### config.mk
export PLATFORM = sky130hd
export DESIGN_NAME = backoff_timer
export DESIGN_NICKNAME = d
export VERILOG_FILES = /design/src/rtl/backoff_pkg.sv /design/src/rtl/bo_rand.sv /design/src/rtl/bo_load.sv /design/src/rtl/bo_count.sv /design/src/rtl/backoff_timer.sv
export SDC_FILE = /design/constraint.sdc
export NUM_CORES = 1
export LEC_CHECK = 0
export BUFFER_PORTS_ARGS = -buffer_cell sky130_fd_sc_hd__buf_2
export CAP_MARGIN = 15
export CORE_MARGIN = 2
export CORE_UTILIZATION = 45
export CTS_CLUSTER_DIAMETER = 30
export DETAILED_ROUTE_END_ITERATION = 6
export MAX_ROUTING_LAYER = met4
export PLACE_DENSITY = 0.68
export SYNTH_ARGS = -nofsm -noshare
export SYNTH_HDL_FRONTEND = slang
export SYNTH_SLANG_ARGS = --single-unit
export TNS_END_PERCENT = 10
### constraint.sdc
create_clock -name clk -period 2 [get_ports clk]
set_clock_uncertainty 0.1 [all_clocks]
set_input_delay 0.4 -clock clk [delete_from_list [all_inputs] [get_ports clk]]
set_output_delay 0.4 -clock clk [all_outputs]
set_load 0.02 [all_outputs]
### src/rtl/backoff_pkg.sv
package backoff_pkg;

    typedef enum logic [2:0] {
        ST_IDLE   = 3'd0,
        ST_COUNT  = 3'd1,
        ST_LAUNCH = 3'd2,
        ST_OVFL   = 3'd3,
        ST_ABORT  = 3'd4
    } bo_state_e;

endpackage

### src/rtl/bo_rand.sv
// Free-running cycle counter; exposes a fixed slice as the random byte.
module bo_rand #(
    parameter int RND_LSB = 6,
    parameter int RND_W   = 8
) (
    input  logic             clk,
    input  logic             rst_n,
    output logic [RND_W-1:0] rnd_o
);
    localparam int CW = RND_LSB + RND_W;

    logic [CW-1:0] cnt_q;

    always_ff @(posedge clk) begin
        if (!rst_n) begin
            cnt_q <= '0;
        end else begin
            cnt_q <= cnt_q + {{(CW-1){1'b0}}, 1'b1};
        end
    end

    assign rnd_o = cnt_q[CW-1:RND_LSB];

endmodule

### src/rtl/bo_load.sv
// Growing load register: cleared on request, becomes (base<<1)+1 on grow.
module bo_load #(
    parameter int LOAD_W = 16
) (
    input  logic              clk,
    input  logic              rst_n,
    input  logic              clear_i,
    input  logic              grow_i,
    output logic [LOAD_W-1:0] load_o
);
    logic [LOAD_W-1:0] load_q;
    logic [LOAD_W-1:0] base;

    always_comb begin
        base = clear_i ? '0 : load_q;
    end

    always_ff @(posedge clk) begin
        if (!rst_n) begin
            load_q <= '0;
        end else if (grow_i) begin
            load_q <= {base[LOAD_W-2:0], 1'b1};
        end else if (clear_i) begin
            load_q <= '0;
        end
    end

    assign load_o = load_q;

endmodule

### src/rtl/bo_count.sv
// Countdown register with a load port and a decrement strobe.
module bo_count #(
    parameter int CNT_W = 8
) (
    input  logic             clk,
    input  logic             rst_n,
    input  logic             set_i,
    input  logic [CNT_W-1:0] set_val_i,
    input  logic             dec_i,
    output logic             zero_o
);
    logic [CNT_W-1:0] cnt_q;

    always_ff @(posedge clk) begin
        if (!rst_n) begin
            cnt_q <= '0;
        end else if (set_i) begin
            cnt_q <= set_val_i;
        end else if (dec_i) begin
            cnt_q <= cnt_q - {{(CNT_W-1){1'b0}}, 1'b1};
        end
    end

    assign zero_o = (cnt_q == '0);

endmodule

### src/rtl/backoff_timer.sv
module backoff_timer
    import backoff_pkg::*;
#(
    parameter int LOAD_W  = 16,
    parameter int RND_W   = 8,
    parameter int RND_LSB = 6
) (
    input  logic              clk,
    input  logic              rst_n,
    input  logic              clear_load_i,
    input  logic              collision_i,
    input  logic              tick_i,
    input  logic              abort_i,
    input  logic              rx_buf_ready_i,
    output logic              tx_start_o,
    output logic              iface_reset_o,
    output logic              rx_enable_o,
    output logic              ovf_o,
    output logic              abort_o,
    output logic [LOAD_W-1:0] load_o
);
    localparam int MSB = LOAD_W - 1;

    bo_state_e        state_q;
    bo_state_e        state_d;
    logic [RND_W-1:0] rnd;
    logic [RND_W-1:0] seed;
    logic [LOAD_W-1:0] load;
    logic             in_idle;
    logic             clear_now;
    logic             top_bit;
    logic             col_ok;
    logic             col_bad;
    logic             cnt_zero;
    logic             dec_now;

    bo_rand #(.RND_LSB(RND_LSB), .RND_W(RND_W)) u_rand (
        .clk   (clk),
        .rst_n (rst_n),
        .rnd_o (rnd)
    );

    bo_load #(.LOAD_W(LOAD_W)) u_load (
        .clk     (clk),
        .rst_n   (rst_n),
        .clear_i (clear_now),
        .grow_i  (col_ok),
        .load_o  (load)
    );

    bo_count #(.CNT_W(RND_W)) u_count (
        .clk       (clk),
        .rst_n     (rst_n),
        .set_i     (col_ok),
        .set_val_i (seed),
        .dec_i     (dec_now),
        .zero_o    (cnt_zero)
    );

    // Decode of collision outcome in IDLE (clear takes effect first).
    always_comb begin
        in_idle   = (state_q == ST_IDLE);
        clear_now = in_idle && clear_load_i;
        top_bit   = !clear_now && load[MSB];
        seed      = clear_now ? '0 : (rnd & load[RND_W-1:0]);
        col_ok    = in_idle && collision_i && !top_bit;
        col_bad   = in_idle && collision_i && top_bit;
        dec_now   = (state_q == ST_COUNT) && tick_i && !abort_i && !cnt_zero;
    end

    // Next-state logic.
    always_comb begin
        state_d = state_q;
        unique case (state_q)
            ST_IDLE: begin
                if (col_bad) begin
                    state_d = ST_OVFL;
                end else if (col_ok) begin
                    state_d = ST_COUNT;
                end
            end
            ST_COUNT: begin
                if (abort_i) begin
                    state_d = ST_ABORT;
                end else if (tick_i && cnt_zero) begin
                    state_d = ST_LAUNCH;
                end
            end
            ST_LAUNCH: state_d = ST_IDLE;
            ST_OVFL:   state_d = ST_IDLE;
            ST_ABORT:  state_d = ST_IDLE;
            default:   state_d = ST_IDLE;
        endcase
    end

    // State register.
    always_ff @(posedge clk) begin
        if (!rst_n) begin
            state_q <= ST_IDLE;
        end else begin
            state_q <= state_d;
        end
    end

    // Outputs.
    always_comb begin
        tx_start_o    = 1'b0;
        iface_reset_o = 1'b0;
        rx_enable_o   = 1'b0;
        ovf_o         = 1'b0;
        abort_o       = 1'b0;
        unique case (state_q)
            ST_IDLE:   ;
            ST_COUNT:  rx_enable_o = rx_buf_ready_i;
            ST_LAUNCH: begin
                tx_start_o    = 1'b1;
                iface_reset_o = 1'b1;
            end
            ST_OVFL:   ovf_o   = 1'b1;
            ST_ABORT:  abort_o = 1'b1;
            default:   ;
        endcase
    end

    assign load_o = load;

endmodule

Yosys cells after proc, flatten, opt, wreduce, memory -nomap -nowiden
Cells that the tools add are included.
- register bits: 41
- input port bits: 7
- output and inout port bits: 21
- logic and storage cells: 46
- add/subtract/negate cells: 2
- equal/unequal tests: 6
- muxes and demuxes: 14
- bitwise logic cells: 1
- reductions and logical operators: 18
- operators with widths (kind ; number):
    16-bit two-way mux ; 2
    8-bit two-way mux ; 3
    14-bit by 1-bit adder with 14-bit output (second input constant) ; 1
    3-bit two-way mux ; 4
    1-bit logical AND ; 9
    8-bit AND ; 1
    8-bit zero test ; 1
    8-bit by 1-bit subtractor with 8-bit output (second input constant) ; 1
    3-bit by 2-bit equality test with 1-bit output (second input constant) ; 2
    3-bit one-hot mux with 2 select lines ; 1
    1-bit zero test ; 4
    1-bit two-way mux ; 4
    2-bit nonzero test ; 2
    3-bit by 1-bit equality test with 1-bit output (second input constant) ; 1
    3-bit equality test (second input constant) ; 1
    3-bit zero test ; 1
    3-bit by 1-bit != test with 1-bit output (second input constant) ; 1
    3-bit by 2-bit != test with 1-bit output (second input constant) ; 1
    2-bit AND reduction ; 1

Logic depth before layout (Yosys ltp)
Gate-level depths: netlist of the first run.
- depth after elaboration: 9
- depth in mapped cells: 7
- mapped depth without buffers: 6

Hierarchy
A second synthesis of the first run with hierarchy kept.
- cell total of the unflattened synthesis: 216
- area, all modules: 1973.1 µm²
- modules (own cells, without submodules) (module ; times used ; cells an instance ; area an instance (µm²) ; seq. area each (µm²)):
    bo_rand ; 1 ; 74 ; 653.1 ; 280.3
    bo_load ; 1 ; 52 ; 585.6 ; 320.3
    bo_count ; 1 ; 58 ; 480.5 ; 160.2
    backoff_timer ; 1 ; 32 ; 254.0 ; 60.1

Least setup slack after synthesis of the first run
No wires, ideal clock.
- path kind: register -> register
- from: register u_count.cnt_q[0]
- to: register u_count.cnt_q[1]
- setup time: 0.076 ns
- arrival: 1.758 ns
- data required time: 1.824 ns
- path slack: 0.066 ns
- stages on the path, launching flop included: 8
- path buffers: 1
- period minus slack after synthesis: 1.934 ns
- path through: dfxtp_1 > inv_1 > ha_1 > or3b_2 > o211a_1 > buf_6 > mux2_4 > o22ai_1
- cells in the longest elaborated chain, start to end: 4
- elaborated cells on any way between the ends: 7
- classes of those cells: add/sub (1); mux (2); reduce/logical (4)
- RTL lines (item ; line ; RTL):
    start: declaration ; bo_count.sv:12 ; logic [CNT_W-1:0] cnt_q;
    start signal: assignment ; bo_count.sv:18 ; cnt_q <= set_val_i;
    start signal: assignment ; bo_count.sv:20 ; cnt_q <= cnt_q - {{(CNT_W-1){1'b0}}, 1'b1};
    parallel branches: the longest is 4 deep, another holds 8-bit by 1-bit subtractor with 8-bit output ; n/a ;
Parallel ways; which one is timed is not known. The select of a mux whose other input is x is not followed.
A chain may end at the register's enable or synchronous reset.

Final worst setup path of the first run
- from: register u_count.cnt_q[1]
- to: register u_count.cnt_q[7]
Same word-level chain as after synthesis.

==> results of run 1 <==
-- stage by stage --
step	total power [uW]	hold WS (ps)	TNS, ps
global route	1750	335	0
detailed placement	1130	353	-27.6
floorplan	1050	330	0
global placement	1130	342	0
CTS	1680	308	0
finish	1660	316	0
-- worst register-to-register path, stage by stage, from the launching register on --
cell       delay, ps
dfxtp_1          340
inv_1             80
ha_1             140
or3b_4           390
o211a_4          290
buf_2            170
a2bb2oi_1        140
o21a_1           170
-- cells by family after synthesis --
group	count (synthesis)	share of synthesized area (%)
AOI/OAI and AO/OA	52	16.6
xor gates and xnor gates	8	3.67
adders and majority gates	3	1.96
buffers and inverters	19	4.65
DFF	41	42.9
muxes	1	0.785
and+or+nand+nor	99	29.4
-- routing by layer --
layer	vias up	part of all wire [%]	global-route usage, %
met2	38	46	27.9
met4	0	0.95	5.23
met3	6	4.6	4.80
met1	803	48	26.8
met5	-	0	-
li1	884	-	-
-- final cells by class --
| class | count | area (sq um) | share of cell area (%) |
|---|---|---|---|
| multi-input cells | 163 | 1020 | 44.8 |
| flip-flops and latches | 41 | 821 | 35.9 |
| repair buffers | 43 | 265 | 11.6 |
| clock buffers | 7 | 86.3 | 3.78 |
| well taps | 50 | 62.6 | 2.74 |
| inverters | 7 | 26.3 | 1.15 |
-- worst max path at each step --
stage / depth (start not counted) / to / slack, ps
finish: 7 / u_count.cnt_q[7] / 90
floorplan: 7 / u_count.cnt_q[1] / 70
global placement: 6 / u_count.cnt_q[4] / 40
CTS: 6 / u_count.cnt_q[3] / 4
detailed placement: 6 / u_count.cnt_q[3] / -20
global route: 7 / u_count.cnt_q[7] / 30
-- registers in the layout, indices dropped and copies added (netlist names) --
name           count
state_q            3
u_load.load_o     16
u_rand.cnt_q      14
u_count.cnt_q      8
-- timing repair --
| action | in CTS | in global routing |
|---|---|---|
| setup endpoints to repair | 3 | 3 |
| cloned | 0 | 0 |
| buffers inserted | 0 | 2 |
| gates resized for setup | 1 | 5 |
| pin swaps | 0 | 1 |
-- report_power, final --
group          total [uW]  switching (uW)  internal (uW)
logic                 265             147            118
clock network         532             258            274
registers             866            25.2            841
total                1660             430           1230
-- cell usage in the layout (no fill, tap or decap), types with 4 or more instances in the layout --
cell      Yosys  final
nand4_1       5      5
nor2_1       14     14
o21ai_0       5      5
clkbuf_8      0      6
inv_1         6      6
or3_1         5      5
xnor2_1       5      5
and4_1        6      6
nand3_1       7      7
buf_2         5     28
nand2_1      36     36
a21oi_1      25     25
o22ai_1       4      4
nor4_1        5      4
buf_4         1     14
dfxtp_1      41     41
==> summary.md, run 1 <==
| Metric | Value |
|---|---|
| Status | complete, no violations |
| Post-route ant nets | 0 |
| Synth unique cells | 48 |
| Mapped Cells | 223 |
| Cell depth of the worst flop-to-flop path | 7 |
| Die X | 69.2 um |
| Clk pin slew, worst setup/hold paths | 70 ps |
| GR Util All Layers | 19.2% |
| WS Path Type | reg -> reg |
| Row count | 23 |
| Die H | 69.2 um |
| Hold_buf cts | 0 |
| Buffers plus inverters on the worst setup path | 2 |
| Vias | 1731 |
| PortBufs | 27 |
| RR Startpoint | u_count.cnt_q[1] |
| Leakage | 0.000883 uW |
| Final number of hold-violating endpoints | 0 |
| TritonCTS clock tree | yes |
| Worst setup EP type | flip-flop |
| Post-route DRC violation count | 0 |
| Worst hold start | abort_i |
| Maximum buffer depth of the clock tree | 2 |
| NumNets Final | 271 |
| Critical path's top delay family | compound AO/OA/AOI/OAI gates |
| Synth Register Bits | 41 |
| Antenna diodes | 0 |
| Drt via density | 5.57 |
| Top post-synthesis cells by area | dfxtp_1, nand2_1, a21oi_1 |
| Hold path endpoint | state_q[2] |
| Critical-path cell list | inv_1, ha_1, or3b_4, o211a_4, buf_2, a2bb2oi_1, o21a_1 |
| Fillers | 385 |
| Setup violators final | 0 |
| Clk_lat worst skew | 280 ps |
| Initial Util | 47.1% |
| Synth area leader | dfxtp_1 |
| Crit-path max cell delay | 390 ps |
| Top-count cell post-synth | dfxtp_1 |
| Maxcap violations | 0 |
| Fmax achieved | 0.523 GHz |
| Seq/Total Area, Yosys | 42.9% |
| Clk sink count | 41 |
| Slowest-stage cell, CP | or3b_4 |
| FF-to-FF setup slack | 90 ps |
| Final cell count without fillers | 311 |
| CTS buffer count | 5 |
| Worst Hold Depth | 2 |
| Worst-path fanout max | 6 |
| Pin count of the biggest net entering global routing | 17 |
| Hold/Removal Path Class | in -> reg |
| Initial antenna violation count | 0 |
| Mapped cell area | 1910 sq um |
| Slew margin rel. | 72.8% |
| Final cell utilization of the core | 56.3% |
| Routed WL per cell | 14.2 um |
| Pre-CTS setup slack | -17.3 ps |
| Total gr overflow | 0 |
| Htree depth | 2 |
| Routability congestion estimate | 0.798 |
| WP data required | 2080 ps |
| RSZ-0062 raised after global routing | false |
| Cells after DPL | 302 |
| Total iterations of the first detailed-routing run | 4 |
| P&R area growth vs syn | 19.5% |
| Post-synth top area share | 42.9% |
| Top FF cell, synth | dfxtp_1 |
| First-pass GRT wire length | 7330 um |
| Arr. time, crit path | 1990 ps |
| Crit Reg-Reg Endpoint | u_count.cnt_q[7] |
| Yosys warning count | 0 |
| EDFF count, synth | 0 |
| Crit. Startpoint | u_count.cnt_q[1] |
| Count of pins over their slew limit | 0 |
| VDD IR max | 0.000363 V |
| Mean Syn Cell Area | 8.57 sq um |
| Tcrit/Tclk final | 95.5% |
| Synth cell count leaders | dfxtp_1, nand2_1, a21oi_1 |
| Syn Nets | 233 |
| Core area | 4060 sq um |
| Drt initial violations | 126 |
| Fraction of layout cells with a size suffix above 1 | 23.4% |
| Minimum clock period | 1910 ps |
| Setup slack after layout | 89.2 ps |
| Root buf cell | clkbuf_8 |
| Placed cell area | 2160 sq um |
| Die area | 4790 sq um |
| Vias in the first global route | 1553 |
| Crit start category | flip-flop |
| Post-route design area | 2280 sq um |
| Worst slew pin tran | 403 ps |
| Power per cell area | 728 nW/um^2 |
| Synth async-reset ratio | 0% |
| DPL Wire Length | 3170 um |
| IO Count | 28 |
| DRT Wirelength | 4420 um |
Note: power is estimated with default switching activity, not from simulation.
==> run 2: changes to the inputs <==
--- a/config.mk
+++ b/config.mk
@@ -5,6 +5,7 @@
 export SDC_FILE = /design/constraint.sdc
 export NUM_CORES = 1
 export LEC_CHECK = 0
+export ABC_AREA = 1
 export BUFFER_PORTS_ARGS = -buffer_cell sky130_fd_sc_hd__buf_2
 export CAP_MARGIN = 15
 export CORE_MARGIN = 2
@@ -12,7 +13,7 @@
 export CTS_CLUSTER_DIAMETER = 30
 export DETAILED_ROUTE_END_ITERATION = 6
 export MAX_ROUTING_LAYER = met4
-export PLACE_DENSITY = 0.68
+export PLACE_DENSITY = 0.67
 export SYNTH_ARGS = -nofsm -noshare
 export SYNTH_HDL_FRONTEND = slang
 export SYNTH_SLANG_ARGS = --single-unit
==> summary.md, run 2 <==
| Metric | Value |
|---|---|
| Status | complete, no violations (unchanged) |
| Vias in the first global route | 1734 (was 1553) |
| Hold/Removal Path Class | in -> reg (unchanged) |
| Pin count of the biggest net entering global routing | 32 (was 17) |
| Final cell utilization of the core | 50.5% (was 56.3%) |
| WP data required | 1500 ps (was 2080 ps) |
| Setup TNS | 0 ps (unchanged) |
| Seq/Total Area, Yosys | 37.9% (was 42.9%) |
| Worst hold start | abort_i (unchanged) |
| FF-to-FF setup slack | 420 ps (was 90 ps) |
| Sw Pwr | 530 uW (was 430 uW) |
| Htree depth | 2 (unchanged) |
| EDFF count, synth | 0 (unchanged) |
| Crit Reg-Reg Endpoint | u_load.load_o[10] (was u_count.cnt_q[7]) |
| Slew margin rel. | 71.8% (was 72.8%) |
| Worst-path fanout max | 5 (was 6) |
| Pre-CTS setup slack | 444 ps (was -17.3 ps) |
| Clk sink count | 41 (unchanged) |
| Slowest-stage cell, CP | dfxtp_1 (was or3b_4) |
| WS Path Type | reg -> out (was reg -> reg) |
| Die H | 73.4 um (was 69.2 um) |
| Register Area | 821 sq um (unchanged) |
| Clk pin slew, worst setup/hold paths | 80 ps (was 70 ps) |
| Row count | 25 (was 23) |
| Worst Hold Depth | 2 (unchanged) |
| Count of pins over their slew limit | 0 (unchanged) |
| RSZ-0062 raised after global routing | false (unchanged) |
| TritonCTS clock tree | yes (unchanged) |
| Initial Util | 46.2% (was 47.1%) |
| CTS buffer count | 5 (unchanged) |
| Cell depth of the worst flop-to-flop path | 6 (was 7) |
| Hold_ws | 285 ps (was 316 ps) |
| Multi-input gate area | 1090 sq um (was 1020 sq um) |
| NumNets Final | 332 (was 271) |
| Commonest non-fill, non-tap cell in the layout | nand2_1 (was dfxtp_1) |
| VDD IR max | 0.000445 V (was 0.000363 V) |
| Most frequent cells in the layout | nand2_1, dfxtp_1, nand3_1 (was dfxtp_1, nand2_1, buf_2) |
| Worst slew pin tran | 419 ps (was 403 ps) |
| IO Count | 28 (unchanged) |
| Synth cell count leaders | nand2_1, dfxtp_1, nand3_1 (was dfxtp_1, nand2_1, a21oi_1) |
| Mapped cell area | 2170 sq um (was 1910 sq um) |
| PortBufs | 27 (unchanged) |
| Post-route DRC violation count | 0 (unchanged) |
| Top-count cell post-synth | nand2_1 (was dfxtp_1) |
| P&R area growth vs syn | 9.47% (was 19.5%) |
| Clk_lat worst skew | 290 ps (was 280 ps) |
| Drt via density | 5.11 (was 5.57) |
| Yosys warning count | 0 (unchanged) |
| Setup violators final | 0 (unchanged) |
| Post-route ant nets | 0 (unchanged) |
| GR Util All Layers | 18.1% (was 19.2%) |
| Minimum clock period | 1690 ps (was 1910 ps) |
| Routability congestion estimate | 0.838 (was 0.798) |
| Vias | 1925 (was 1731) |
| Hold path endpoint | state_q[2] (unchanged) |
| Die area | 5380 sq um (was 4790 sq um) |
| Synth async-reset ratio | 0% (unchanged) |
| Die X | 73.4 um (was 69.2 um) |
| Fraction of layout cells with a size suffix above 1 | 18.6% (was 23.4%) |
| Syn Nets | 308 (was 233) |
| Initial antenna violation count | 0 (unchanged) |
| Maximum buffer depth of the clock tree | 2 (unchanged) |
| Final number of hold-violating endpoints | 0 (unchanged) |
| Tcrit/Tclk final | 84.7% (was 95.5%) |
| Mean Syn Cell Area | 7.27 sq um (was 8.57 sq um) |
| Fillers | 491 (was 385) |
| Clk network pwr share | 32.7% (was 32.0%) |
| Post-CTS sizing | 0 (was 1) |
| DPL Wire Length | 3200 um (was 3170 um) |
| Sw Share | 29.4% (was 25.9%) |
| Routed WL per cell | 11.6 um (was 14.2 um) |
| Root buf cell | clkbuf_8 (unchanged) |
| RR Startpoint | state_q[0] (was u_count.cnt_q[1]) |
| Fmax achieved | 0.591 GHz (was 0.523 GHz) |
| Total setup buffers inserted after CTS | 0 (unchanged) |
| Crit start category | flip-flop (unchanged) |
| Setup slack after layout | 307 ps (was 89.2 ps) |
| DRT Wirelength | 4380 um (was 4420 um) |
| Core area | 4690 sq um (was 4060 sq um) |
| Crit-path max cell delay | 350 ps (was 390 ps) |
| Total iterations of the first detailed-routing run | 4 (unchanged) |
| Antenna diodes | 0 (unchanged) |
| First-pass GRT wire length | 7550 um (was 7330 um) |
| Synth unique cells | 34 (was 48) |
| Largest register FFs | 16 (unchanged) |
| Total gr overflow | 0 (unchanged) |
| Top FF cell, synth | dfxtp_1 (unchanged) |
| Reg power frac | 48.7% (was 52.1%) |
| Critical-path cell list | nor2_4, nand2_1, nor2_1, buf_2 (was inv_1, ha_1, or3b_4, o211a_4, buf_2, a2bb2oi_1, o21a_1) |
| Synth Register Bits | 41 (unchanged) |
| Post-synth top area share | 37.9% (was 42.9%) |
| Power per cell area | 761 nW/um^2 (was 728 nW/um^2) |
| Worst setup EP type | output pin (was flip-flop) |
| Logic pwr share | 18.6% (was 15.9%) |
| Hold_buf cts | 0 (unchanged) |
| Leakage | 0.00102 uW (was 0.000883 uW) |
| Arr. time, crit path | 1190 ps (was 1990 ps) |
| Int Pwr | 1270 uW (was 1230 uW) |
| Top post-synthesis cells by area | dfxtp_1, nand2_1, nand3_1 (was dfxtp_1, nand2_1, a21oi_1) |
| Synth area leader | dfxtp_1 (unchanged) |
| Maxcap violations | 0 (unchanged) |
| Drt initial violations | 79 (was 126) |
| Mapped Cells | 298 (was 223) |
run 2: changes by cell type in the layout (fill, tap and decap cells not counted), sizes merged, moves of 9 or more:
| cell | change |
|---|---|
| nand2 | +19 |
| o21ai | +9 |
| buf | -13 |
| nor2 | +26 |
| inv | +27 |
| nand3 | +40 |
run 2: through the flow:
step	cells	cell area (sq um)	total power, uW
after floorplan	298	2170	1200
after global placement	369	2270	1230
after detailed placement	369	2270	1230
after CTS	377	2370	1830
after global routing	377	2370	1900
final	377	2370	1800
run 2: kinds of logic after synthesis:
kind of cell,after synthesis,synth area share [%]
AO/OA/AOI/OAI,41,9.82
XOR/XNOR,5,2.02
adder cells (fa/ha/maj),3,1.73
buffers and inverters,48,11.8
flip-flops,41,37.9
AND/OR/NAND/NOR,160,36.7
run 2: worst max-delay path by stage:
stage                 start  cells after the start  slack (ps)                end
6_report         state_q[1]                      4         310        rx_enable_o
5_1_grt          state_q[1]                      4         210        rx_enable_o
4_1_cts          state_q[1]                      4         290        rx_enable_o
3_5_place_dp   clear_load_i                      6         440  u_load.load_o[10]
3_3_place_gp   clear_load_i                      6         470   u_load.load_o[1]
2_1_floorplan    state_q[1]                      3         300         tx_start_o
run 2: worst max-delay path: cells and delay by family, from the launching register on:
family                 cells  cell delay (ps)
buffers and inverters      1              160
flip-flops                 1              350
AND/OR/NAND/NOR            3              390
run 2: metal layers:
metal | share of wire, % | wire (um) | vias to the layer above | GRT usage [%]
met5 | 0 | 0 | - | -
met2 | 47 | 2060 | 29 | 30.0
met4 | 1.0 | 45 | 0 | 5.86
met3 | 3.1 | 137 | 7 | 4.25
met1 | 49 | 2140 | 870 | 21.8
li1 | - | - | 1019 | -
run 2: power groups by stage:
| stage | Clock [uW] | Combinational, uW | Sequential [uW] |
|---|---|---|---|
| after floorplan | 0 | 303 | 894 |
| after global placement | 0 | 332 | 897 |
| after detailed placement | 0 | 334 | 897 |
| after CTS | 612 | 336 | 878 |
| after global routing | 633 | 388 | 884 |
| final | 590 | 335 | 879 |
run 2: cell type report:
class | instances | area share, %
multi-input cells | 209 | 45.9
flip-flops and latches | 41 | 34.6
repair buffers | 30 | 6.65
inverters | 35 | 5.70
clock buffers | 7 | 4.06
well taps | 54 | 2.85
clock inverters | 1 | 0.211
